**src/rtl/cfgwin_pkg.sv**
```systemverilog
package cfgwin_pkg;

    localparam int BYTE_W   = 8;
    localparam int NUM_REGS = 1 << BYTE_W;

    typedef logic [BYTE_W-1:0] byte_t;

    // Power-on content of one configuration register.
    function automatic byte_t reg_init(input byte_t idx);
        byte_t v;
        case (idx)
            8'hE0:   v = 8'h3C;
            8'hE2:   v = 8'h03;
            8'hE3:   v = 8'hFC;
            8'hE6:   v = 8'hDE;
            8'hE7:   v = 8'hFE;
            8'hE8:   v = 8'hBE;
            default: v = 8'h00;
        endcase
        return v;
    endfunction

    // Registers that take any written byte.
    function automatic logic reg_free(input byte_t idx);
        logic ok;
        case (idx)
            8'hE0, 8'hE1, 8'hE2, 8'hE3, 8'hE6,
            8'hEE, 8'hEF, 8'hF0, 8'hF1, 8'hF2,
            8'hF4, 8'hF6, 8'hF8, 8'hFC: ok = 1'b1;
            default:                    ok = 1'b0;
        endcase
        return ok;
    endfunction

    // Registers that take a single fixed byte: returns {pinned, value}.
    function automatic logic [BYTE_W:0] reg_pin(input byte_t idx);
        logic [BYTE_W:0] r;
        case (idx)
            8'hE7:   r = {1'b1, 8'hFE};
            8'hE8:   r = {1'b1, 8'hBE};
            default: r = '0;
        endcase
        return r;
    endfunction

endpackage

```
**src/rtl/cfgwin_decode.sv**
```systemverilog
module cfgwin_decode #(
    parameter int          ADDR_W    = 16,
    parameter logic [15:0] BASE_ADDR = 16'h03F0
) (
    input  logic [ADDR_W-1:0] addr,
    input  logic              wr,
    input  logic              rd,
    input  logic              open,
    output logic              acc,
    output logic              wr_sel,
    output logic              wr_val,
    output logic              rd_any
);
    localparam logic [ADDR_W-1:0] SEL_ADDR = ADDR_W'(BASE_ADDR);
    localparam logic [ADDR_W-1:0] VAL_ADDR = ADDR_W'(BASE_ADDR + 16'd1);

    logic at_sel;
    logic at_val;

    always_comb begin
        at_sel = (addr == SEL_ADDR);
        at_val = (addr == VAL_ADDR);
        acc    = open && (at_sel || at_val) && (wr || rd);
        wr_sel = open && at_sel && wr;
        wr_val = open && at_val && wr;
        rd_any = open && (at_sel || at_val) && rd;
    end

endmodule

```
**src/rtl/cfgwin_filter.sv**
```systemverilog
module cfgwin_filter
    import cfgwin_pkg::*;
(
    input  byte_t idx,
    input  byte_t val,
    output logic  accept
);
    logic [BYTE_W:0] pin;

    always_comb begin
        pin = reg_pin(idx);
        if (pin[BYTE_W]) begin
            accept = (val == pin[BYTE_W-1:0]);
        end else begin
            accept = reg_free(idx);
        end
    end

endmodule

```
**src/rtl/cfgwin_store.sv**
```systemverilog
module cfgwin_store
    import cfgwin_pkg::*;
(
    input  logic  clk,
    input  logic  rst_n,
    input  logic  wr_sel,
    input  logic  wr_val,
    input  logic  accept,
    input  byte_t wdata,
    output byte_t cur_idx,
    output byte_t cur_byte
);
    typedef struct packed {
        logic [NUM_REGS-1:0][BYTE_W-1:0] mem;
        byte_t                           idx;
    } store_t;

    store_t st_d, st_q;

    function automatic store_t store_init();
        store_t s;
        s.idx = '0;
        for (int i = 0; i < NUM_REGS; i++) begin
            s.mem[i] = reg_init(byte_t'(i));
        end
        return s;
    endfunction

    always_comb begin
        st_d = st_q;
        if (wr_sel) begin
            st_d.idx = wdata;
        end
        if (wr_val && accept) begin
            st_d.mem[st_q.idx] = wdata;
        end
    end

    always_ff @(posedge clk or negedge rst_n) begin
        if (!rst_n) begin
            st_q <= store_init();
        end else begin
            st_q <= st_d;
        end
    end

    assign cur_idx  = st_q.idx;
    assign cur_byte = st_q.mem[st_q.idx];


    idx_latch_chk: assert property (@(posedge clk) disable iff (!rst_n)
        wr_sel |=> st_q.idx == $past(wdata));


    reject_hold_chk: assert property (@(posedge clk) disable iff (!rst_n)
        (wr_val && !accept) |=> $stable(st_q.mem));


    pin_e7_chk: assert property (@(posedge clk) disable iff (!rst_n)
        st_q.mem[8'hE7] == 8'hFE);


    pin_e8_chk: assert property (@(posedge clk) disable iff (!rst_n)
        st_q.mem[8'hE8] == 8'hBE);

endmodule

```
**src/rtl/cfg_window.sv**
```systemverilog
module cfg_window
    import cfgwin_pkg::*;
#(
    parameter int          ADDR_W     = 16,
    parameter logic [15:0] BASE_ADDR  = 16'h03F0,
    parameter int          OFF_W      = 8,
    parameter logic [7:0]  ENABLE_OFF = 8'h85,
    parameter int          ENABLE_BIT = 1
) (
    input  logic              clk,
    input  logic              rst_n,
    input  logic              host_wr,
    input  logic [OFF_W-1:0]  host_off,
    input  logic [7:0]        host_wdata,
    input  logic [ADDR_W-1:0] io_addr,
    input  logic [7:0]        io_wdata,
    input  logic              io_wr,
    input  logic              io_rd,
    output logic [7:0]        io_rdata,
    output logic              io_hit
);
    localparam logic [OFF_W-1:0] EN_OFF = OFF_W'(ENABLE_OFF);
    localparam byte_t            IDLE   = '1;

    typedef struct packed {
        logic  en;
        logic  hit;
        byte_t rdata;
    } top_t;

    top_t  tp_d, tp_q;
    logic  acc, wr_sel, wr_val, rd_any, accept;
    byte_t cur_idx, cur_byte;

    cfgwin_decode #(
        .ADDR_W    (ADDR_W),
        .BASE_ADDR (BASE_ADDR)
    ) u_decode (
        .addr   (io_addr),
        .wr     (io_wr),
        .rd     (io_rd),
        .open   (tp_q.en),
        .acc    (acc),
        .wr_sel (wr_sel),
        .wr_val (wr_val),
        .rd_any (rd_any)
    );

    cfgwin_filter u_filter (
        .idx    (cur_idx),
        .val    (io_wdata),
        .accept (accept)
    );

    cfgwin_store u_store (
        .clk      (clk),
        .rst_n    (rst_n),
        .wr_sel   (wr_sel),
        .wr_val   (wr_val),
        .accept   (accept),
        .wdata    (io_wdata),
        .cur_idx  (cur_idx),
        .cur_byte (cur_byte)
    );

    always_comb begin
        tp_d       = tp_q;
        tp_d.hit   = acc;
        tp_d.rdata = rd_any ? cur_byte : IDLE;
        if (host_wr && host_off == EN_OFF) begin
            tp_d.en = host_wdata[ENABLE_BIT];
        end
    end

    always_ff @(posedge clk or negedge rst_n) begin
        if (!rst_n) begin
            tp_q <= '{en: 1'b0, hit: 1'b0, rdata: IDLE};
        end else begin
            tp_q <= tp_d;
        end
    end

    assign io_hit   = tp_q.hit;
    assign io_rdata = tp_q.rdata;


    closed_quiet_chk: assert property (@(posedge clk) disable iff (!rst_n)
        !tp_q.en |=> !io_hit);


    idle_byte_chk: assert property (@(posedge clk) disable iff (!rst_n)
        !io_hit |-> io_rdata == 8'hFF);


    hit_follow_chk: assert property (@(posedge clk) disable iff (!rst_n)
        (tp_q.en && (io_wr || io_rd) &&
         (io_addr == ADDR_W'(BASE_ADDR) || io_addr == ADDR_W'(BASE_ADDR + 16'd1)))
        |=> io_hit);


    enable_keep_chk: assert property (@(posedge clk) disable iff (!rst_n)
        !(host_wr && host_off == EN_OFF) |=> $stable(tp_q.en));

endmodule

```
**config.mk**
```make
export PLATFORM = sky130hd
export DESIGN_NAME = cfg_window
export DESIGN_NICKNAME = d
export VERILOG_FILES = /design/src/rtl/cfgwin_pkg.sv /design/src/rtl/cfgwin_decode.sv /design/src/rtl/cfgwin_filter.sv /design/src/rtl/cfgwin_store.sv /design/src/rtl/cfg_window.sv
export SDC_FILE = /design/constraint.sdc
export NUM_CORES = 2
export LEC_CHECK = 0
export BUFFER_PORTS_ARGS = -buffer_cell sky130_fd_sc_hd__buf_4
export CAP_MARGIN = 20
export CORE_ASPECT_RATIO = 0.7
export CORE_UTILIZATION = 50
export DETAILED_ROUTE_END_ITERATION = 8
export PLACE_DENSITY = 0.65
export SYNTH_ARGS = -nofsm -noshare
export SYNTH_HDL_FRONTEND = slang
export SYNTH_SLANG_ARGS = --single-unit
```
**constraint.sdc**
```tcl
create_clock -name clk -period 4.3 [get_ports clk]
set_clock_uncertainty 0.1 [all_clocks]
set_input_delay 0.645 -clock clk [delete_from_list [all_inputs] [get_ports clk]]
set_output_delay 0.645 -clock clk [all_outputs]
set_load 0.05 [all_outputs]
```
# Word-level counts from Yosys, hierarchy flattened
# Index checks and enable logic that the tools add are counted.
[word_totals]
ff_bits = 2066
latchBits = 0
ram_bits = 0
rom_bits = 0
wordCells = 304
memories = 0
[classes]
addsub = 0
mul = 0
div = 0
order_cmp = 2
n_eq_ne = 20
n_shift = 0
muxes = 9
bitwise_logic = 0
reduce_logical = 13
[ops]
columns = ["cell", "n"]
rows = [
  ["$bwmux W2048", 1],
  ["$eq A8 B8 Y1 const B", 17],
  ["$bmux W8 S8", 1],
  ["$demux W8 S8", 1],
  ["$eq A16 B10 Y1 const B", 2],
  ["$mux W8", 3],
  ["$pmux W9 S2", 1],
  ["$reduce_or A14 Y1", 1],
  ["$logic_and A1 B1 Y1", 10],
  ["$lt A8 B9 Y1 const B", 1],
  ["$eq A8 B8 Y1", 1],
  ["$ge A8 B1 Y1 const B", 1],
  ["$logic_or A1 B1 Y1", 2],
  ["$mux W1", 2],
]

# Logic depth before layout (Yosys ltp)
[logic_depth]
word_depth = 5
depth_mapped = 13
ltp_nobuf = 7

# Hierarchy
# Synthesis repeated with hierarchy kept, for this count alone.
[hier_totals]
cells_unflattened = 5902
hier_area_um2 = 93214.4
[modules_own_cells]
columns = ["module", "instances", "cells_each", "area_per_inst_um2", "seq_area_each_um2"]
rows = [
  ["cfgwin_store", 1, 5845, 92605.1, 51488.1],
  ["cfg_window", 1, 30, 410.4, 260.2],
  ["cfgwin_filter", 1, 16, 107.6, 0.0],
  ["cfgwin_decode", 1, 11, 91.3, 0.0],
]

# Least setup slack after synthesis
# OpenSTA, ideal clock, no wires.
[synth_path]
path_kind = "in2reg"
start = "input io_addr[11]"
end = "register u_store.st_q[1824] (netlist name)"
arrival_time_ns = 2.843
required_ns = 4.075
path_slack_ns = 1.232
stages = 7
path_buffers = 0
cell_sequence = "or4bb_1 -> nor4_2 -> nand2_1 -> nor4_4 -> nand3_1 -> nor2_2 -> mux2_2"
[synth_via]
elab_chain_len = 4
[synth_rtl]
columns = ["element", "line", "rtl"]
rows = [
  ["start, declared", "cfg_window.sv:15", "input logic [ADDR_W-1:0] io_addr,"],
  ["$eq A16 B10 Y1", "cfgwin_decode.sv:22", "at_val = (addr == VAL_ADDR);"],
  ["$logic_and A1 B1 Y1 (2 in series)", "cfgwin_decode.sv:25", "wr_val = open && at_val && wr;"],
  ["$logic_and A1 B1 Y1", "cfgwin_store.sv:34", "if (wr_val && accept) begin"],
  ["end signal, assigned", "cfgwin_store.sv:41", "st_q <= store_init();"],
  ["end signal, assigned", "cfgwin_store.sv:43", "st_q <= st_d;"],
  ["end, declared", "cfgwin_store.sv:18", "store_t st_d, st_q;"],
]
# Every way passes these cells.
# A chain may end at the register's enable or synchronous reset.

==> results by group <==
Power and ir drop
  • Sequential share of power: 53.6%
  • Comb pwr share: 1.3%
  • VDD IR max: about 0.33 mV
  • Net Sw Frac: 20.29%
  • Clock share of power: 45.2%
  • Psw: 7.364 mW
  • P_int: 28.93 mW
  • Total Power: 36.29 mW
  • Power per cell area: 456.7 nW/um2
  • Static Leak: roughly 38 nW

Routing
  • ANT nets after route: 0
  • Vias post-DR: 30500
  • Routed WL: between 100 and 150 mm
  • Drt wl/cell: 23.42 um
  • Detailed-route DRC error count: 0
  • DRT iter0 DRCs: 2559
  • DR vias/cell: around 5.2
  • Detailed Routing Iterations Pass 1: 5

Global route
  • Largest net degree at the start of global routing: approximately 180
  • Vias in the first global route: about 35000
  • First-pass GRT wire length: ~220 mm
  • Initial antenna violation count: 7
  • Total GRT Usage: between 15 and 20%
  • Total grt overflow: 0

Synth
  • Mapped Nets: 5458
  • Count leader, synth: dfrtp_1
  • Syn Area/Cell: ~14 um2
  • Area contributors post-synth: dfrtp_1 66%, mux4_2 15%, clkbuf_1 9.7%
  • Yosys warnings: 0
  • Unique masters post-synth: 65
  • Post-synth top area cell: dfrtp_1
  • Syn Inst Count: 5413
  • Flop and latch count out of synthesis: around 2100
  • Top cells by instance count after synthesis: 2027 x dfrtp_1, 1993 x clkbuf_1, 521 x mux4_2, 120 x mux2_2
  • Post-synth top area share: roughly 66%
  • Cell Area, Synth: approximately 77000 um2
  • Post-synthesis sequential area ratio: 67.36%
  • Fraction of registers with async set/reset: 100.0%
  • Post-synth EDFFs: 0
  • Ys flop type: dfrtp_1

Clock network
  • Root buffer cell: clkbuf_16
  • CTS Sinks: 2066
  • CTS clk-pin slew, worst paths: roughly 70 ps
  • Worst-Skew Late Latency: 800 ps
  • H-tree depth: 4
  • Clock tree buffer depth: 3
  • CTS tree: yes
  • CTS Buf Count: between 150 and 200

Final layout
  • Fill count: around 12000
  • Area grow syn2layout: 3.426%
  • Final core utilization: 52.48%
  • Net total in the final layout: 3748
  • Flip-flop and latch area: a little over 50000 um2
  • Fraction of layout cells with a size suffix above 1: 31.67%
  • Fin cells: 5846
  • Area of the multi-input gates: around 17000 um2

Setup path
  • Slowest cell on crit path: dfrtp_4
  • CP arrival: between 4000 and 5000 ps
  • Type of destination of the critical path: register
  • Slowest cell delay on critical path: 860 ps
  • CP startpoint kind: register
  • Crit-path max FO: 31
  • Critical-path cell list: buf_4 -> buf_12 -> mux4_2 -> a22o_1 -> a221oi_1 -> o22ai_1 -> o21ai_0 -> nand4b_1
  • WP data required: 4880 ps
  • Critical path type: reg2reg

Die
  • Die Wd: 470.5 um
  • Die area: between 150000 and 200000 um2
  • Die height: 330.0 um
  • Row count: 119
  • # IOs: 54
  • Core box area: 151400 um2
  • Starting Density: 50.74%

Timing
  • Worst Tran Pin Value: 994.9 ps
  • RSZ-0062 raised after global routing: false
  • Fin. Hold Viols: 0
  • Min Tclk post-route: roughly 3700 ps
  • Setup TNS: 0 ps
  • Final period util: 85.58%
  • Max_slew headroom: 33.67%
  • Max Freq: 271.7 MHz
  • Final setup viols: 0
  • Final max-slew violation count: 0

Run status
  • Outcome: complete, no violations

Job
  • Max-Cap Viols: 0

Worst hold path
  • Hold WC Path Type: in2reg

Placed design
  • Dpl hpwl: 87.08 mm
  • RePlAce Congestion: 0.7768
  • # port buffers: 46
  • Placed cells: 5516
[routing by layer]
metal  track usage (%)  vias to the layer above  wire [um]
li1                  -                    13710          -
met4             5.056                        2       2777
met5                 0                        -         11
met1             30.20                    15960      69510
met2             24.54                      636      56500
met3             4.655                      194       8141
[power by group through the flow]
stage                     logic [mW]  clock network, mW  registers (mW)
final                          0.466               16.4            19.4
after global routing           0.553               17.6            19.4
after CTS                      0.497               16.9            19.4
after detailed placement       0.492                  0            19.8
after global placement         0.481                  0            19.8
after floorplan               0.0115                  0            19.8
[worst max-delay path, delay by kind of cell, from the launching register on]
family / cells / cell delay, ps
flops: 1 / 860
simple gates: 1 / 180
mux: 1 / 550
buf+inv: 2 / 580
compound gates: 4 / 1260
[sequential cells by signal (all words and copies together) (netlist names)]
signal           count
tp_q                 1
io_rdata             8
io_hit               1
u_store.cur_idx      8
u_store.st_q      2048
[stage by stage]
| stage | hold slack [ps] | area, um2 | setup slack (ps) |
|---|---|---|---|
| floorplan | 249.4 | 76830 | 1232 |
| detailed placement | 262.2 | 73350 | 593.7 |
| global placement | 259.7 | 73350 | 629.1 |
| global route | 99.45 | 79460 | 433.6 |
| finish | 121.7 | 79460 | 620.0 |
| CTS | 59.02 | 79460 | 560.8 |
[final cells by class]
type / instances / area share, %
tap: 1996 / 3.143
multi-input combinational: 1236 / 21.40
inverter: 3 / 0.01417
antenna: 1 / 0.003149
clock inverter: 58 / 0.9148
clock buffer: 269 / 6.746
sequential: 2066 / 65.14
timing repair buffer: 217 / 2.633
[final timing paths]
kind	slack, ps	cells past startpoint	startpoint	end
worst max-delay path	620	8	u_store.cur_idx[0]	io_rdata[5]
worst min-delay path	120	3	io_wdata[1]	u_store.cur_idx[1]
worst max register to register	620	8	u_store.cur_idx[0]	io_rdata[5]
worst min register to register	270	0	u_store.st_q[1540]	u_store.st_q[1540]
max in group asynchronous	2320	3	rst_n	u_store.st_q[299]
min in group asynchronous	310	2	rst_n	u_store.st_q[797]
[cells by family (layout without fill, tap and decap cells)]
group,after synthesis,after routing,synth area share (%)
AOI/OAI and AO/OA,277,277,2.495
xor gates and xnor gates,1,1,0.01140
buffers and inverters,2111,547,10.55
DFF,2066,2066,67.36
muxes,701,701,17.81
other,0,1,0
and+or+nand+nor,257,257,1.777
[what timing repair did]
action / in CTS / in global routing
hold buffers: 2 / 0
endpoints found under the hold margin: 50 / 0
setup buffers: 0 / 0
resized for setup: 0 / 0
[cell usage in the layout (no fill, tap or decap), types with 8 or more instances in the layout]
cell type | Yosys | layout
o22ai_1 | 75 | 75
nor2_1 | 37 | 35
buf_4 | 23 | 179
buf_12 | 0 | 35
clkbuf_8 | 0 | 50
nor4_1 | 15 | 15
a22o_1 | 19 | 19
bufinv_16 | 0 | 13
a211oi_1 | 15 | 15
nand2_2 | 8 | 8
dfstp_2 | 39 | 39
nor3_1 | 14 | 14
a22oi_1 | 54 | 54
nand2b_1 | 20 | 20
clkbuf_16 | 0 | 181
a21oi_1 | 42 | 42
dfrtp_1 | 2027 | 2022
mux2i_1 | 59 | 59
a221oi_1 | 17 | 17
clkbuf_1 | 1993 | 38
clkinv_2 | 0 | 28
nor2b_1 | 13 | 10
nand2_1 | 75 | 75
mux4_2 | 521 | 521
o21ai_0 | 15 | 15
mux2_2 | 120 | 120
and2_1 | 9 | 8
nand3_1 | 24 | 24
Power figures use the tool's default switching activity.
